$ cat src/rtl/cla_pkg.sv
package cla_pkg;
  localparam int unsigned CLA_DEF_WIDTH = 32;
  localparam int unsigned CLA_DEF_GROUP = 8;

  function automatic logic maj3(input logic x, input logic y, input logic z);
    return (x & y) | (x & z) | (y & z);
  endfunction
endpackage

$ cat src/rtl/cla_pg_bits.sv
module cla_pg_bits #(
  parameter int unsigned N = 8
) (
  input  logic [N-1:0] a_i,
  input  logic [N-1:0] b_i,
  output logic [N-1:0] gen_o,
  output logic [N-1:0] prop_o
);
  for (genvar i = 0; i < N; i++) begin : g_bit
    assign gen_o[i]  = a_i[i] & b_i[i];
    assign prop_o[i] = a_i[i] ^ b_i[i];
  end

  always_comb begin
    AST_GP_EXCLUSIVE: assert ((gen_o & prop_o) == '0);
  end
endmodule

$ cat src/rtl/cla_lookahead.sv
module cla_lookahead #(
  parameter int unsigned N = 8
) (
  input  logic [N-1:0] gen_i,
  input  logic [N-1:0] prop_i,
  input  logic         c_i,
  output logic [N:0]   carry_o
);
  always_comb begin
    logic acc;
    logic prod;
    carry_o[0] = c_i;
    for (int i = 0; i < N; i++) begin
      acc = 1'b0;
      for (int j = 0; j <= i; j++) begin
        prod = gen_i[j];
        for (int k = j + 1; k <= i; k++) begin
          prod = prod & prop_i[k];
        end
        acc = acc | prod;
      end
      prod = c_i;
      for (int k = 0; k <= i; k++) begin
        prod = prod & prop_i[k];
      end
      carry_o[i+1] = acc | prod;
    end
  end
endmodule

$ cat src/rtl/cla_group.sv
module cla_group
  import cla_pkg::*;
#(
  parameter int unsigned GW = 8
) (
  input  logic [GW-1:0] a_i,
  input  logic [GW-1:0] b_i,
  input  logic          c_i,
  output logic [GW-1:0] sum_o,
  output logic          c_o
);
  logic [GW-1:0] gen;
  logic [GW-1:0] prop;
  logic [GW:0]   carry;

  cla_pg_bits #(.N(GW)) u_pg (
    .a_i    (a_i),
    .b_i    (b_i),
    .gen_o  (gen),
    .prop_o (prop)
  );

  cla_lookahead #(.N(GW)) u_la (
    .gen_i   (gen),
    .prop_i  (prop),
    .c_i     (c_i),
    .carry_o (carry)
  );

  assign sum_o = prop ^ carry[GW-1:0];
  assign c_o   = carry[GW];

  always_comb begin
    logic [GW:0] slice_ref;
    slice_ref = {1'b0, a_i} + {1'b0, b_i} + {{GW{1'b0}}, c_i};
    AST_GRP_COUT: assert (c_o == slice_ref[GW]);
    AST_GRP_MAJ: assert (c_o == maj3(a_i[GW-1], b_i[GW-1], carry[GW-1]));
  end
endmodule

$ cat src/rtl/cla_grouped_adder.sv
module cla_grouped_adder
  import cla_pkg::*;
#(
  parameter int unsigned WIDTH   = CLA_DEF_WIDTH,
  parameter int unsigned GROUP_W = CLA_DEF_GROUP
) (
  input  logic [WIDTH-1:0] a_op,
  input  logic [WIDTH-1:0] b_op,
  input  logic             c_in,
  output logic [WIDTH-1:0] sum_o,
  output logic             c_out
);
  localparam int unsigned NGRP = WIDTH / GROUP_W;

  if ((WIDTH % GROUP_W) != 0 || GROUP_W == 0) begin : g_bad_cfg
    $error("slice width must divide operand width");
  end

  logic [NGRP:0] grp_c;
  assign grp_c[0] = c_in;

  for (genvar g = 0; g < NGRP; g++) begin : g_slice
    cla_group #(.GW(GROUP_W)) u_grp (
      .a_i   (a_op[g*GROUP_W +: GROUP_W]),
      .b_i   (b_op[g*GROUP_W +: GROUP_W]),
      .c_i   (grp_c[g]),
      .sum_o (sum_o[g*GROUP_W +: GROUP_W]),
      .c_o   (grp_c[g+1])
    );
  end

  assign c_out = grp_c[NGRP];

  always_comb begin
    logic [WIDTH:0] total_ref;
    total_ref = {1'b0, a_op} + {1'b0, b_op} + {{WIDTH{1'b0}}, c_in};
    AST_SUM_TOTAL: assert ({c_out, sum_o} == total_ref);
  end
endmodule

$ cat config.mk
export PLATFORM = sky130hd
export DESIGN_NAME = cla_grouped_adder
export DESIGN_NICKNAME = d
export VERILOG_FILES = /design/src/rtl/cla_pkg.sv /design/src/rtl/cla_pg_bits.sv /design/src/rtl/cla_lookahead.sv /design/src/rtl/cla_group.sv /design/src/rtl/cla_grouped_adder.sv
export SDC_FILE = /design/constraint.sdc
export NUM_CORES = 1
export LEC_CHECK = 0
export BUFFER_PORTS_ARGS = -buffer_cell sky130_fd_sc_hd__buf_2
export CAP_MARGIN = 15
export CELL_PAD_IN_SITES_DETAIL_PLACEMENT = 1
export CELL_PAD_IN_SITES_GLOBAL_PLACEMENT = 1
export CORE_ASPECT_RATIO = 0.6
export CORE_MARGIN = 10
export CORE_UTILIZATION = 25
export DETAILED_ROUTE_END_ITERATION = 8
export PLACE_DENSITY_LB_ADDON = 0.1
export REMOVE_ABC_BUFFERS = 1
export SLEW_MARGIN = 0
export SYNTH_ARGS = -nofsm -noshare
export SYNTH_HDL_FRONTEND = slang
export SYNTH_SLANG_ARGS = --single-unit
export TNS_END_PERCENT = 30
$ cat constraint.sdc
create_clock -name vclk -period 6.1
set_clock_uncertainty 0.1 [all_clocks]
set_input_delay 0.61 -clock vclk [all_inputs]
set_output_delay 0.61 -clock vclk [all_outputs]
set_load 0.03 [all_outputs]
# Word-level counts from Yosys, hierarchy flattened
# Cells that the tools add are included.
[op_classes]
bitwise_logic = 356
[ops]
columns = ["operator", "n"]
rows = [
  ["bitwise AND 1 bit", 176],
  ["OR 1 bit", 144],
  ["XOR 1 bit", 32],
  ["XOR 8 bit", 4],
]
[totals]
register_bits = 0
in_bits = 65
out_inout_bits = 33
wordCells = 356

# Longest topological paths before layout
[depth]
word_depth = 43
mapped_depth = 21
mapped_depth_nobuf = 21

# Modules after synthesis
# A second synthesis with hierarchy kept.
[hier_totals]
cells_unflattened = 124
hier_area_um2 = 1181.1
[by_module_without_submodules]
columns = ["mod", "cells_per_inst", "area_each_um2", "n_inst", "seq_area_each_um2"]
rows = [
  ["cla_lookahead", 15, 125.1, 4, 0.0],
  ["cla_pg_bits", 8, 100.1, 4, 0.0],
  ["cla_group", 8, 70.1, 4, 0.0],
]

# Worst setup path after synthesis
# OpenSTA, ideal clock, no wires.
[synth_path]
path_kind = "input to output"
startpoint = "in a_op[0]"
endpoint = "out sum_o[30]"
arrival_ns = 5.633
t_required_ns = 5.390
path_stages = 21
setup_slack_ns = -0.243
n_path_buf = 0
cell_sequence = "ha_1 ha_1 o21a_1 o22a_1 a211oi_2 o21bai_1 ha_1 o211ai_2 a21oi_1 or4_1 a21o_1 ha_1 o211ai_1 a21oi_1 nor4_1 o21bai_1 ha_1 o211ai_1 a21oi_1 o31ai_1 a21boi_0"
[synth_between]
elab_chain_cells = 42
elab_cells_between_ends = 51
cone_classes = "51 x bitwise"
[synth_rtl]
columns = ["item", "line_no", "text"]
rows = [
  ["start, declared", "cla_grouped_adder.sv:7", "input logic [WIDTH-1:0] a_op,"],
  ["bitwise AND 1 bit", "cla_pg_bits.sv:10", "assign gen_o[i] = a_i[i] & b_i[i];"],
  ["bitwise AND 1 bit (7 in a row)", "cla_lookahead.sv:18", "prod = prod & prop_i[k];"],
  ["OR 1 bit (7 in a row)", "cla_lookahead.sv:20", "acc = acc | prod;"],
  ["OR 1 bit *", "cla_lookahead.sv:26", "carry_o[i+1] = acc | prod;"],
  ["bitwise AND 1 bit * (8 in a row)", "cla_lookahead.sv:24", "prod = prod & prop_i[k];"],
  ["OR 1 bit *", "cla_lookahead.sv:26", ""],
  ["bitwise AND 1 bit * (8 in a row)", "cla_lookahead.sv:24", ""],
  ["OR 1 bit *", "cla_lookahead.sv:26", ""],
  ["bitwise AND 1 bit * (6 in a row)", "cla_lookahead.sv:24", ""],
  ["OR 1 bit *", "cla_lookahead.sv:26", ""],
  ["XOR 8 bit *", "cla_group.sv:30", "assign sum_o = prop ^ carry[GW-1:0];"],
  ["end, declared", "cla_grouped_adder.sv:10", "output logic [WIDTH-1:0] sum_o,"],
]
# Every way passes the cells marked *; elsewhere a longest branch is shown, timed or not.

# Worst setup path after layout
[layout_path]
startpoint = "in a_op[0]"
endpoint = "out sum_o[31]"
[layout_between]
elab_chain_cells = 43
elab_cells_between_ends = 52
cone_classes = "52 x bitwise"
[layout_rtl]
columns = ["item", "line_no"]
rows = [
  ["bitwise AND 1 bit", "cla_pg_bits.sv:10"],
  ["bitwise AND 1 bit (7 in a row)", "cla_lookahead.sv:18"],
  ["OR 1 bit (7 in a row)", "cla_lookahead.sv:20"],
  ["OR 1 bit *", "cla_lookahead.sv:26"],
  ["bitwise AND 1 bit * (8 in a row)", "cla_lookahead.sv:24"],
  ["OR 1 bit *", "cla_lookahead.sv:26"],
  ["bitwise AND 1 bit * (8 in a row)", "cla_lookahead.sv:24"],
  ["OR 1 bit *", "cla_lookahead.sv:26"],
  ["bitwise AND 1 bit * (7 in a row)", "cla_lookahead.sv:24"],
  ["OR 1 bit *", "cla_lookahead.sv:26"],
  ["XOR 8 bit *", "cla_group.sv:30"],
]
# Marked as above.

==> summary.md <==
| Metric | Value |
|---|---|
| Clkbuf count | 0 |
| Fin cells | 343 |
| Boundary Pins | 98 |
| Seq_cells | 0 |
| Final hold viol count | 0 |
| Vias per std cell | 4.59 |
| Grt ovf | 0 |
| # diodes | 0 |
| Vias | 1576 |
| Endpoint type of the worst setup path | primary output |
| Count of final max-slew check failures | 0 |
| Register area | 0 µm² |
| Routability Congestion | 0.769 |
| Synth warn | 0 |
| Die Ht | 74.4 µm |
| Worst VDD drop | 0.0664 mV |
| DR WL/cell | 14.4 µm |
| Period utilization | 96.5% |
| Hold Startpoint | b_op[8] |
| RSZ-0062 raised after global routing | true |
| Core area | 4660 µm² |
| Die area | 8220 µm² |
| Tmin final | 5.89 ns |
| Most common cell in the netlist | ha_1 |
| Starting density of the core | 26.4% |
| DRT Wirelength | 4.92 mm |
| DRC viols | 0 |
| Setup TNS | 0 ns |
| Sw Ratio | 59.5% |
| Crit path cell chain | buf_8 > ha_4 > ha_4 > o21a_1 > o22a_1 > a211oi_2 > o21bai_2 > ha_2 > o211ai_2 > a21oi_2 > or4_4 > a21o_1 > ha_2 > o211ai_1 > a21oi_2 > nor4_2 > buf_4 > o21bai_4 > ha_4 > o211ai_1 > a21oi_2 > or4_4 > a22oi_2 > buf_6 |
| Place WS | -0.330 ns |
| Post-synth top cells | ha_1, nor2_1, nand2_1 |
| Syn-to-layout area delta | 73.7% |
| Worst hold margin | 1.56 ns |
| 1st-iter DRT viols | 25 |
| P_sw | 0.189 mW |
| Leading area contributor after synthesis | ha_1 |
| Slew at the pin with the worst max-slew slack | 0.446 ns |
| Dominant cells by area after synthesis | ha_1, nor2_1, fa_1, o21a_1, xnor2_1 |
| GRT Util Overall | 10.6% |
| Vias in the first global route | 1661 |
| Setup Viol. Count Final | 0 |
| Logic pwr share | 100.0% |
| Syn Area/Cell | 7.94 µm² |
| P per Cell Area | 149 nW/µm² |
| CP delay by family, top | compound AO/OA/AOI/OAI gates |
| Register area share after synthesis | 0% |
| Rel. slew slack | 69.9% |
| Crit-path slowest cell | or4_4 |
| PortBufs | 98 |
| Maximum clock frequency | 170 MHz |
| Placed Area | 1940 µm² |
| Worst stage delay on the critical path | 0.43 ns |
| Hold Crit Class | input pin to primary output |
| Crit Path Max Fanout | 2 |
| Placed cells | 334 |
| Pwr Total | 0.318 mW |
| Rows | 19 |
| Final core occ | 45.9% |
| Worst Setup Start Kind | input pin |
| Post-route worst setup slack | 0.211 ns |
| Clock share of power | 0% |
| CP bufs+invs | 3 |
| Final Instance Area | 2140 µm² |
| Crit path DAT | 5.18 ns |
| HPWL after DPL | 4.38 mm |
| Initial antenna violation count | 0 |
| Nets | 387 |
| Final ANT Viol Nets | 0 |
| Layout cells sized above 1 | 52.5% |
| Required time of the critical path | 5.39 ns |
| Yosys top cell area share | 36.6% |
| Cell variety after synth | 33 |
| First-pass GRT wire length | 7.83 mm |
| Seq pwr share | 0% |
| Synthesized cell area | 1230 µm² |
| CP startpoint | a_op[0] |
| Max Cap Violations | 0 |
| Worst Setup Path Type | input pin to primary output |
| Internal Power | 0.129 mW |
| Leak | 1.13 nW |
| Drt first pass iters | 4 |
| Largest net degree at the start of global routing | 7 |
| Status | finished, final reports clean |
| Die width | 111 µm |
| Post-synthesis cell count | 155 |
[final cells by class]
cell class	count	area, µm²
Inverter	5	18.8
Timing Repair Buffer	125	731
Multi-Input combinational cell	150	1310
Tap cell	63	78.8
Fill cell	601	2520
[cell families after synthesis]
group | share of synthesized area (%)
AND/OR/NAND/NOR | 18.3
AO/OA/AOI/OAI | 28.6
adder cells (fa/ha/maj) | 43.1
XOR/XNOR | 8.54
buffers and inverters | 1.52
[cell usage in the layout, fill, tap and decap left out, types with 2 or more instances in the layout]
cell / count
a21o_1: 2
o211ai_1: 2
nor2_1: 23
buf_4: 28
o21ai_0: 3
ha_4: 3
o21a_1: 10
a21boi_0: 4
ha_1: 29
xor2_1: 5
inv_1: 5
buf_6: 4
buf_2: 92
a211oi_1: 2
or4_4: 2
a21oi_2: 4
o31ai_1: 2
nor3_1: 3
o31a_1: 3
ha_2: 4
nand2_1: 12
nand3_1: 7
a21oi_1: 3
xnor2_1: 7
fa_1: 4
[final timing paths]
path,end,slack [ns],depth (start not counted)
worst max-delay path,sum_o[31],0.21,24
worst min-delay path,sum_o[8],1.56,3
[repair_timing]
action                     CTS  global route
hold buffers                 0             0
resized for setup           16            18
pin swaps                   18            10
cloned                       0             0
setup endpoints to repair    6             6
setup buffers                6             3
[power groups by stage]
stage | registers [mW] | clock network (mW) | logic [mW]
3_3_place_gp | 0 | 0 | 0.294
6_report | 0 | 0 | 0.318
4_1_cts | 0 | 0 | 0.311
5_1_grt | 0 | 0 | 0.348
3_5_place_dp | 0 | 0 | 0.295
2_1_floorplan | 0 | 0 | 0.195
[per-layer routing]
metal  GRT usage [%]  vias up  part of all wire (%)
li1                -      827                     -
met1            14.7      696                    50
met2            17.5       53                    43
met3            2.41        0                   6.5
met4               0        0                     0
met5               0        -                     0
Note: power is estimated with default switching activity, not from simulation.
